**config.mk**
```make
export PLATFORM = sky130hd
export DESIGN_NAME = i2c_clkgen
export DESIGN_NICKNAME = d
export VERILOG_FILES = /design/src/rtl/i2c_clkgen.sv
export SDC_FILE = /design/constraint.sdc
export NUM_CORES = 1
export LEC_CHECK = 0
export BUFFER_PORTS_ARGS = -buffer_cell sky130_fd_sc_hd__buf_2
export CORE_MARGIN = 2
export CORE_UTILIZATION = 60
export DETAILED_ROUTE_END_ITERATION = 8
export PLACE_DENSITY = 0.92
export SLEW_MARGIN = 0
export SYNTH_ARGS = -nofsm -noshare
export SYNTH_HDL_FRONTEND = slang
export SYNTH_SLANG_ARGS = --single-unit
```
**constraint.sdc**
```tcl
create_clock -name clk -period 10.05 [get_ports clk]
set_input_delay 0 -clock clk [delete_from_list [all_inputs] [get_ports clk]]
set_output_delay 0 -clock clk [all_outputs]
set_load 0.03 [all_outputs]
```
**src/rtl/i2c_clkgen.sv**
```systemverilog
module i2c_clkgen #(
  parameter int EXP_W = 3,
  parameter int MUL_W = 4,
  localparam int CFG_W = EXP_W + MUL_W + 1
) (
  input  logic             clk,
  input  logic             rst_n,
  input  logic             cfg_we,
  input  logic [CFG_W-1:0] cfg_wdata,
  input  logic             master_en,
  output logic             samp_stb,
  output logic             scl_o,
  output logic             scl_rise,
  output logic             scl_fall
);
  localparam int PRE_W = (1 << EXP_W) - 1;
  localparam int CNT_W = $clog2(10 << MUL_W);

  logic [MUL_W-1:0] mul_q;
  logic [EXP_W-1:0] exp_q;
  logic [PRE_W-1:0] pre_q, pre_lim;
  logic [CNT_W-1:0] cnt_q, cnt_nxt, half, last;
  logic             scl_nxt;

  always_ff @(posedge clk or negedge rst_n)
    if (!rst_n) begin
      mul_q <= '0;
      exp_q <= '0;
    end else if (cfg_we) begin
      mul_q <= cfg_wdata[EXP_W +: MUL_W];
      exp_q <= cfg_wdata[EXP_W-1:0];
    end

  assign pre_lim  = PRE_W'((32'd1 << exp_q) - 32'd1);
  assign samp_stb = (pre_q == pre_lim);

  always_ff @(posedge clk or negedge rst_n)
    if (!rst_n)                   pre_q <= '0;
    else if (cfg_we || samp_stb)  pre_q <= '0;
    else                          pre_q <= pre_q + 1'b1;

  assign half = CNT_W'((32'(mul_q) + 32'd1) * 32'd5);
  assign last = CNT_W'((32'(mul_q) + 32'd1) * 32'd10 - 32'd1);

  always_comb begin
    if (cfg_we || !master_en) cnt_nxt = '0;
    else if (samp_stb)        cnt_nxt = (cnt_q == last) ? '0 : cnt_q + 1'b1;
    else                      cnt_nxt = cnt_q;
    scl_nxt = !master_en || cfg_we || (cnt_nxt < half);
  end

  always_ff @(posedge clk or negedge rst_n)
    if (!rst_n) begin
      cnt_q    <= '0;
      scl_o    <= 1'b1;
      scl_rise <= 1'b0;
      scl_fall <= 1'b0;
    end else begin
      cnt_q    <= cnt_nxt;
      scl_o    <= scl_nxt;
      scl_rise <= master_en && scl_nxt && !scl_o;
      scl_fall <= master_en && !scl_nxt && scl_o;
    end

  AST_EDGE_EXCL: assert property (@(posedge clk) disable iff (!rst_n) !(scl_rise && scl_fall));
  AST_RISE_HIGH: assert property (@(posedge clk) disable iff (!rst_n) scl_rise |-> scl_o);
  AST_FALL_LOW: assert property (@(posedge clk) disable iff (!rst_n) scl_fall |-> !scl_o);
  AST_FALL_AFTER_STB: assert property (@(posedge clk) disable iff (!rst_n) scl_fall |-> $past(samp_stb));
  AST_WRITE_RELEASE: assert property (@(posedge clk) disable iff (!rst_n) cfg_we |=> scl_o && !scl_fall);
  AST_IDLE_RELEASE: assert property (@(posedge clk) disable iff (!rst_n) !master_en |=> scl_o && !scl_rise && !scl_fall);
  AST_CNT_RANGE: assert property (@(posedge clk) disable iff (!rst_n) cnt_q <= last);
endmodule

```
# Word level (Yosys, flattened, before mapping)
# Index checks and enable logic that the tools add are counted.
[word_totals]
out_inout_bits = 4
ff_bits = 25
wordCells = 32
input_bits = 12
[classes]
add_sub_neg = 5
mux = 4
n_eq_ne = 2
shifts = 1
magnitude_cmp = 1
n_mul = 2
n_reduce_logical = 10
[op_table]
columns = ["op", "n"]
rows = [
  ["$mul A32 B3 Y8 const B", 1],
  ["$mux W8", 3],
  ["$add A8 B1 Y8 const B", 1],
  ["$eq A8 B8 Y1", 1],
  ["$lt A8 B8 Y1", 1],
  ["$sub A8 B1 Y8 const B", 1],
  ["$add A7 B1 Y7 const B", 1],
  ["$eq A7 B7 Y1", 1],
  ["$mul A5 B3 Y7 const B", 1],
  ["$mux W7", 1],
  ["$shl A1 B3 Y7 const A", 1],
  ["$sub A7 B1 Y7 const B", 1],
  ["$add A4 B1 Y5 const B", 1],
  ["$logic_and A1 B1 Y1", 4],
  ["$logic_not A1 Y1", 3],
  ["$logic_or A1 B1 Y1", 3],
]

# Depth between registers and ports, before layout
[depth]
depth_word = 12
mapped_depth = 18
ltp_nobuf = 18

# Least setup slack after synthesis
# OpenSTA, ideal clock, no wires.
[synth_path]
kind = "register to register"
startpoint = "register mul_q[0]"
endpoint = "register scl_fall"
n_path_buf = 0
setup_slack_ns = 5.442
required_time_ns = 9.930
arrival_ns = 4.488
stages_incl_launch_ff = 18
setup_time_ns = 0.120
synth_period_minus_slack_ns = 4.608
cell_sequence = "dfrtp_1 -> ha_1 -> ha_1 -> ha_1 -> fa_1 -> nor3_1 -> a31oi_1 -> nor4_1 -> nand4b_1 -> or4b_1 -> a31oi_1 -> ha_1 -> a21o_1 -> a21oi_1 -> o21ai_0 -> a211oi_1 -> nand2_1 -> o211a_1"
[synth_via]
elab_chain_len = 12
word_cells_on_any_way = 13
cone_classes = "add/sub: 2; mul: 2; order compare: 1; eq/ne: 1; mux: 3; reduce/logical: 4"
[synth_rtl]
columns = ["item", "line_no", "text"]
rows = [
  ["start: declaration", "19", "logic [MUL_W-1:0] mul_q;"],
  ["start signal: assignment", "30", "mul_q <= cfg_wdata[EXP_W +: MUL_W];"],
  ["$add A4 B1 Y5", "43", "assign last = CNT_W'((32'(mul_q) + 32'd1) * 32'd10 - 32'd1);"],
  ["$mul A5 B3 Y7", "43", ""],
  ["$sub A8 B1 Y8", "43", ""],
  ["$eq A8 B8 Y1", "47", "else if (samp_stb) cnt_nxt = (cnt_q == last) ? '0 : cnt_q + 1'b1;"],
  ["$mux W8 (2 in a row)", "47", ""],
  ["$mux W8", "46", "if (cfg_we || !master_en) cnt_nxt = '0;"],
  ["via cnt_nxt[5]", "22", "logic [CNT_W-1:0] cnt_q, cnt_nxt, half, last;"],
  ["$lt A8 B8 Y1", "49", "scl_nxt = !master_en || cfg_we || (cnt_nxt < half);"],
  ["$logic_or A1 B1 Y1", "49", ""],
  ["$logic_not A1 Y1", "62", "scl_fall <= master_en && !scl_nxt && scl_o;"],
  ["$logic_and A1 B1 Y1 (2 in a row)", "62", ""],
  ["end signal: assignment", "62", ""],
  ["end: declaration", "14", "output logic scl_fall"],
]
# The timed path passes the listed nets, and every way through them passes these cells.
# A chain may end at the register's enable or synchronous reset.

# Final worst setup path
# Ends and elaborated chain as after synthesis.

==> impl_results.html <==
<table>
<tr><th>Metric</th><th>Value</th></tr>
<tr><th colspan="2">Drt</th></tr>
<tr><td>Pre-Repair DR Iteration Count</td><td>4</td></tr>
<tr><td>Antenna-violating nets left</td><td>0</td></tr>
<tr><td>WL per Instance</td><td>14.5 um</td></tr>
<tr><td>Number of vias per cell</td><td>5.77</td></tr>
<tr><td>Via count of the routed design</td><td>1,535</td></tr>
<tr><td>Detailed Route WL</td><td>3860 um</td></tr>
<tr><td>DRC marker count from the first detailed-route iteration</td><td>39</td></tr>
<tr><td>DRC violations left</td><td>0</td></tr>
<tr><th colspan="2">Worst setup path</th></tr>
<tr><td>Bufs and invs on worst path</td><td>0</td></tr>
<tr><td>WS Path Type</td><td>flip-flop to flip-flop</td></tr>
<tr><td>Sort of element at the start of the critical path</td><td>flip-flop</td></tr>
<tr><td>Top delay family on crit path</td><td>adder cells</td></tr>
<tr><td>Critical path cell sequence</td><td>ha_1 &gt; xor2_1 &gt; ha_1 &gt; fa_1 &gt; nor3_1 &gt; a31oi_1 &gt; nor4_1 &gt; nand4b_1 &gt; or4b_1 &gt; a31oi_1 &gt; ha_1 &gt; a21o_1 &gt; a21oi_1 &gt; o21ai_0 &gt; a211oi_1 &gt; nand2_1 &gt; o211a_1</td></tr>
<tr><td>CP peak stage delay</td><td>0.55 ns</td></tr>
<tr><td>Crit end category</td><td>flip-flop</td></tr>
<tr><td>Cell with the biggest individual delay on the critical path</td><td>sky130_fd_sc_hd__fa_1</td></tr>
<tr><td>Most frequent cell on the critical path</td><td>sky130_fd_sc_hd__ha_1</td></tr>
<tr><td>Arrival time of the worst setup path</td><td>5.46 ns</td></tr>
<tr><td>Worst-path fanout max</td><td>9</td></tr>
<tr><td>Worst endpoint required time</td><td>10.30 ns</td></tr>
<tr><th colspan="2">Global routing</th></tr>
<tr><td>Vias in the first global route</td><td>1,607</td></tr>
<tr><td>Antenna violations before repair</td><td>0</td></tr>
<tr><td>Overflow left after global routing</td><td>0</td></tr>
<tr><td>Overall fraction of global-route tracks in use</td><td>25.5%</td></tr>
<tr><td>First-pass GRT wire length</td><td>6870 um</td></tr>
<tr><td>Maximum number of pins on one net before global-route repair</td><td>26</td></tr>
<tr><th colspan="2">Place</th></tr>
<tr><td>Total cell area at the placement stage</td><td>1990 um2</td></tr>
<tr><td>Port Buf Inserts</td><td>14</td></tr>
<tr><td>HPWL reported at the end of detailed placement</td><td>2860 um</td></tr>
<tr><td>Cell count after placement</td><td>253</td></tr>
<tr><td>Setup slack after placement</td><td>4.84 ns</td></tr>
<tr><td>Final weighted congestion in routability-driven placement</td><td>0.815</td></tr>
<tr><th colspan="2">Power</th></tr>
<tr><td>Register share of total power</td><td>42.7%</td></tr>
<tr><td>Maximum vdd ir drop</td><td>90.8 uV</td></tr>
<tr><td>Final Total Pwr</td><td>262 uW</td></tr>
<tr><td>Part of the total power dissipated in the clock network</td><td>18.5%</td></tr>
<tr><td>Switching Share</td><td>36.6%</td></tr>
<tr><td>Share of power burned in combinational logic</td><td>38.9%</td></tr>
<tr><td>Pwr dens</td><td>124 nW/um2</td></tr>
<tr><td>Internal</td><td>166 uW</td></tr>
<tr><td>Leakage</td><td>0.940 nW</td></tr>
<tr><td>Switching component of the power</td><td>95.8 uW</td></tr>
<tr><th colspan="2">Floorplan</th></tr>
<tr><td>Chip width</td><td>60.2 um</td></tr>
<tr><td>Area of the placeable core</td><td>3030 um2</td></tr>
<tr><td>Effective utilization at floorplan</td><td>62.6%</td></tr>
<tr><td>Height of the chip</td><td>60.2 um</td></tr>
<tr><td>I/O pin total</td><td>16</td></tr>
<tr><td>Die outline area</td><td>3620 um2</td></tr>
<tr><td># rows</td><td>20</td></tr>
<tr><th colspan="2">Cells and area</th></tr>
<tr><td>Number of antenna repair diodes</td><td>0</td></tr>
<tr><td>Non-filler instance count after layout</td><td>266</td></tr>
<tr><td>Post-layout util</td><td>69.6%</td></tr>
<tr><td>Final instance area</td><td>2110 um2</td></tr>
<tr><td>Final #Nets</td><td>252</td></tr>
<tr><td>Most common library cell in the layout ignoring fill and taps</td><td>sky130_fd_sc_hd__dfrtp_1</td></tr>
<tr><td>Synth-to-Final Area Change</td><td>11.2%</td></tr>
<tr><td>Share of post-route cells with drive strength above 1</td><td>15.3%</td></tr>
<tr><td>Fillcell total</td><td>255</td></tr>
<tr><td>Leading cell types in the layout, fill and taps excluded</td><td>24 x sky130_fd_sc_hd__dfrtp_1, 18 x sky130_fd_sc_hd__nor2_1, 16 x sky130_fd_sc_hd__ha_1</td></tr>
<tr><th colspan="2">STA</th></tr>
<tr><td>Max Clock Skew</td><td>0.00255 ns</td></tr>
<tr><td>Clock period minus worst slack</td><td>5.21 ns</td></tr>
<tr><td>Slew Limit Headroom</td><td>61.5%</td></tr>
<tr><td>Count of endpoints failing hold in the final timing report</td><td>0</td></tr>
<tr><td>Fin crit share</td><td>51.9%</td></tr>
<tr><td>Final setup violation count</td><td>0</td></tr>
<tr><td>Upper clock frequency limit</td><td>192 MHz</td></tr>
<tr><td>Setup_tns</td><td>0 ns</td></tr>
<tr><td>Number of pins with negative max-slew slack in the final report</td><td>0</td></tr>
<tr><td>Setup repair after global routing missed its margin</td><td>false</td></tr>
<tr><td>Minimum hold slack</td><td>0.0427 ns</td></tr>
<tr><td>Worst setup slack after layout</td><td>4.84 ns</td></tr>
<tr><td>Worst slew pin tran</td><td>0.577 ns</td></tr>
<tr><th colspan="2">Synth</th></tr>
<tr><td>Syn_area_per_cell</td><td>9.48 um2</td></tr>
<tr><td>Count of yosys warnings during synthesis</td><td>0</td></tr>
<tr><td>Post-synth net total</td><td>229</td></tr>
<tr><td>Cell types occupying the most area after synthesis</td><td>sky130_fd_sc_hd__dfrtp_1 32%, sky130_fd_sc_hd__ha_1 11%, sky130_fd_sc_hd__xnor2_1 5.5%, sky130_fd_sc_hd__nor2_1 3.6%, sky130_fd_sc_hd__mux2_2 3.6%</td></tr>
<tr><td>Largest area contributor in the synthesized netlist</td><td>sky130_fd_sc_hd__dfrtp_1</td></tr>
<tr><td>Most common flop cell mapped by yosys</td><td>sky130_fd_sc_hd__dfrtp_1</td></tr>
<tr><td>Cell area after synthesis</td><td>1900 um2</td></tr>
<tr><td>Seq/Total Area, Yosys</td><td>33.1%</td></tr>
<tr><td>Synth top area share</td><td>31.7%</td></tr>
<tr><td>Async SR Flop Fraction</td><td>100%</td></tr>
<tr><td>Number of synthesized register bits</td><td>25</td></tr>
<tr><td>Count of distinct cell types in the synthesized netlist</td><td>53</td></tr>
<tr><td>Post-Synthesis Cells</td><td>200</td></tr>
<tr><td>Number of flops mapped to enable cells by yosys</td><td>0</td></tr>
<tr><th colspan="2">Clock tree</th></tr>
<tr><td>Clk slew on worst S/H paths</td><td>0.14 ns</td></tr>
<tr><td>CTS tree</td><td>yes</td></tr>
<tr><td>Clock latency on the worst-skew pair</td><td>0.34 ns</td></tr>
<tr><td>CTS max path bufs</td><td>2</td></tr>
<tr><td>TritonCTS buffer count</td><td>3</td></tr>
<tr><td>Clk sinks</td><td>25</td></tr>
<tr><td># Post-CTS Setup Buffers</td><td>0</td></tr>
<tr><td>Maximum level of the CTS H-tree</td><td>1</td></tr>
<tr><td>Clock tree root driver cell</td><td>sky130_fd_sc_hd__clkbuf_4</td></tr>
<tr><th colspan="2">Worst hold path</th></tr>
<tr><td>Hold crit path type</td><td>input port to flip-flop</td></tr>
<tr><th colspan="2">Run status</th></tr>
<tr><td>Outcome</td><td>finished clean</td></tr>
<tr><th colspan="2">Run</th></tr>
<tr><td>Count of max-cap constraint violations</td><td>0</td></tr>
</table>
==> cell families (layout without fill, tap and decap cells) <==
kind of cell	Yosys count	in the layout	share of synthesized area, %
muxes	7	7	4.09
and+or+nand+nor	81	81	24.6
adders and majority gates	17	17	11.6
DFF	25	25	33.1
xor gates and xnor gates	20	20	9.97
AOI/OAI and AO/OA	34	34	12.9
buffers and inverters	16	38	3.76
==> what timing repair did <==
item / 4_1_cts / 5_1_grt
endpoints found under the hold margin: 33 / 0
resized for setup: 0 / 0
hold buffers: 9 / 0
==> layout make-up <==
cell class | instances | area (um2) | share of cell area (%)
multi-input combinational | 159 | 1200 | 56.8
sequential | 25 | 627 | 29.7
timing repair buffer | 23 | 160 | 7.60
tap | 44 | 55.1 | 2.61
inverter | 11 | 41.3 | 1.96
clock buffer | 3 | 22.5 | 1.07
clock inverter | 1 | 5.00 | 0.237
==> worst reg2reg max path: stages (launching register included) <==
cell                       delay (ns)
sky130_fd_sc_hd__dfrtp_1         0.52
sky130_fd_sc_hd__ha_1            0.35
sky130_fd_sc_hd__xor2_1          0.24
sky130_fd_sc_hd__ha_1            0.31
sky130_fd_sc_hd__fa_1            0.55
sky130_fd_sc_hd__nor3_1          0.38
sky130_fd_sc_hd__a31oi_1         0.16
sky130_fd_sc_hd__nor4_1          0.23
sky130_fd_sc_hd__nand4b_1        0.25
sky130_fd_sc_hd__or4b_1          0.45
sky130_fd_sc_hd__a31oi_1         0.24
sky130_fd_sc_hd__ha_1            0.28
sky130_fd_sc_hd__a21o_1          0.19
sky130_fd_sc_hd__a21oi_1         0.18
sky130_fd_sc_hd__o21ai_0         0.15
sky130_fd_sc_hd__a211oi_1        0.33
sky130_fd_sc_hd__nand2_1         0.11
sky130_fd_sc_hd__o211a_1         0.21
==> cells in the mapped netlist, types with 3 or more instances <==
library cell and n:
sky130_fd_sc_hd__nand4_1 3, sky130_fd_sc_hd__dfrtp_1 24, sky130_fd_sc_hd__a31oi_1 5, sky130_fd_sc_hd__inv_1 11, sky130_fd_sc_hd__or3_1 3, sky130_fd_sc_hd__o21ai_0 7
sky130_fd_sc_hd__ha_1 16, sky130_fd_sc_hd__nor2b_1 4, sky130_fd_sc_hd__xor2_1 7, sky130_fd_sc_hd__nand2_1 13, sky130_fd_sc_hd__nor2_1 18, sky130_fd_sc_hd__mux2_2 6
sky130_fd_sc_hd__xnor2_1 12, sky130_fd_sc_hd__and3_1 4, sky130_fd_sc_hd__nand3_1 11, sky130_fd_sc_hd__a21oi_1 9
==> final timing paths <==
path	endpoint	slack, ns	start	cells after the start
setup / recovery	scl_fall	4.84	mul_q[0]	17
hold / removal	mul_q[0]	0.04	cfg_we	2
setup reg to reg	scl_fall	4.84	mul_q[0]	17
hold reg to reg	scl_fall	0.51	scl_o	1
max in group asynchronous	scl_o	9.49	rst_n	2
min in group asynchronous	pre_q[4]	0.17	rst_n	2
==> metal layers <==
| layer | vias up | global-route usage, % | routed length, um |
|---|---|---|---|
| met5 | - | 0 | 0 |
| met4 | 0 | 12.1 | 96 |
| met3 | 7 | 3.03 | 98 |
| met2 | 24 | 46.7 | 2010 |
| met1 | 736 | 28.9 | 1650 |
| li1 | 768 | - | - |
==> power by group through the flow <==
stage	combinational, mW	clock (mW)	sequential, mW
finish	0.102	0.0483	0.112
global route	0.115	0.0513	0.113
CTS	0.102	0.0499	0.112
detailed placement	0.0992	0	0.113
global placement	0.0945	0	0.113
floorplan	0.0796	0	0.111
==> registers in the layout, summed over array words and instances, names as in the netlist <==
signal	flops
scl_fall	1
cnt_q	8
scl_rise	1
exp_q	3
mul_q	4
pre_q	7
scl_o	1
Note: power is estimated with default switching activity, not from simulation.
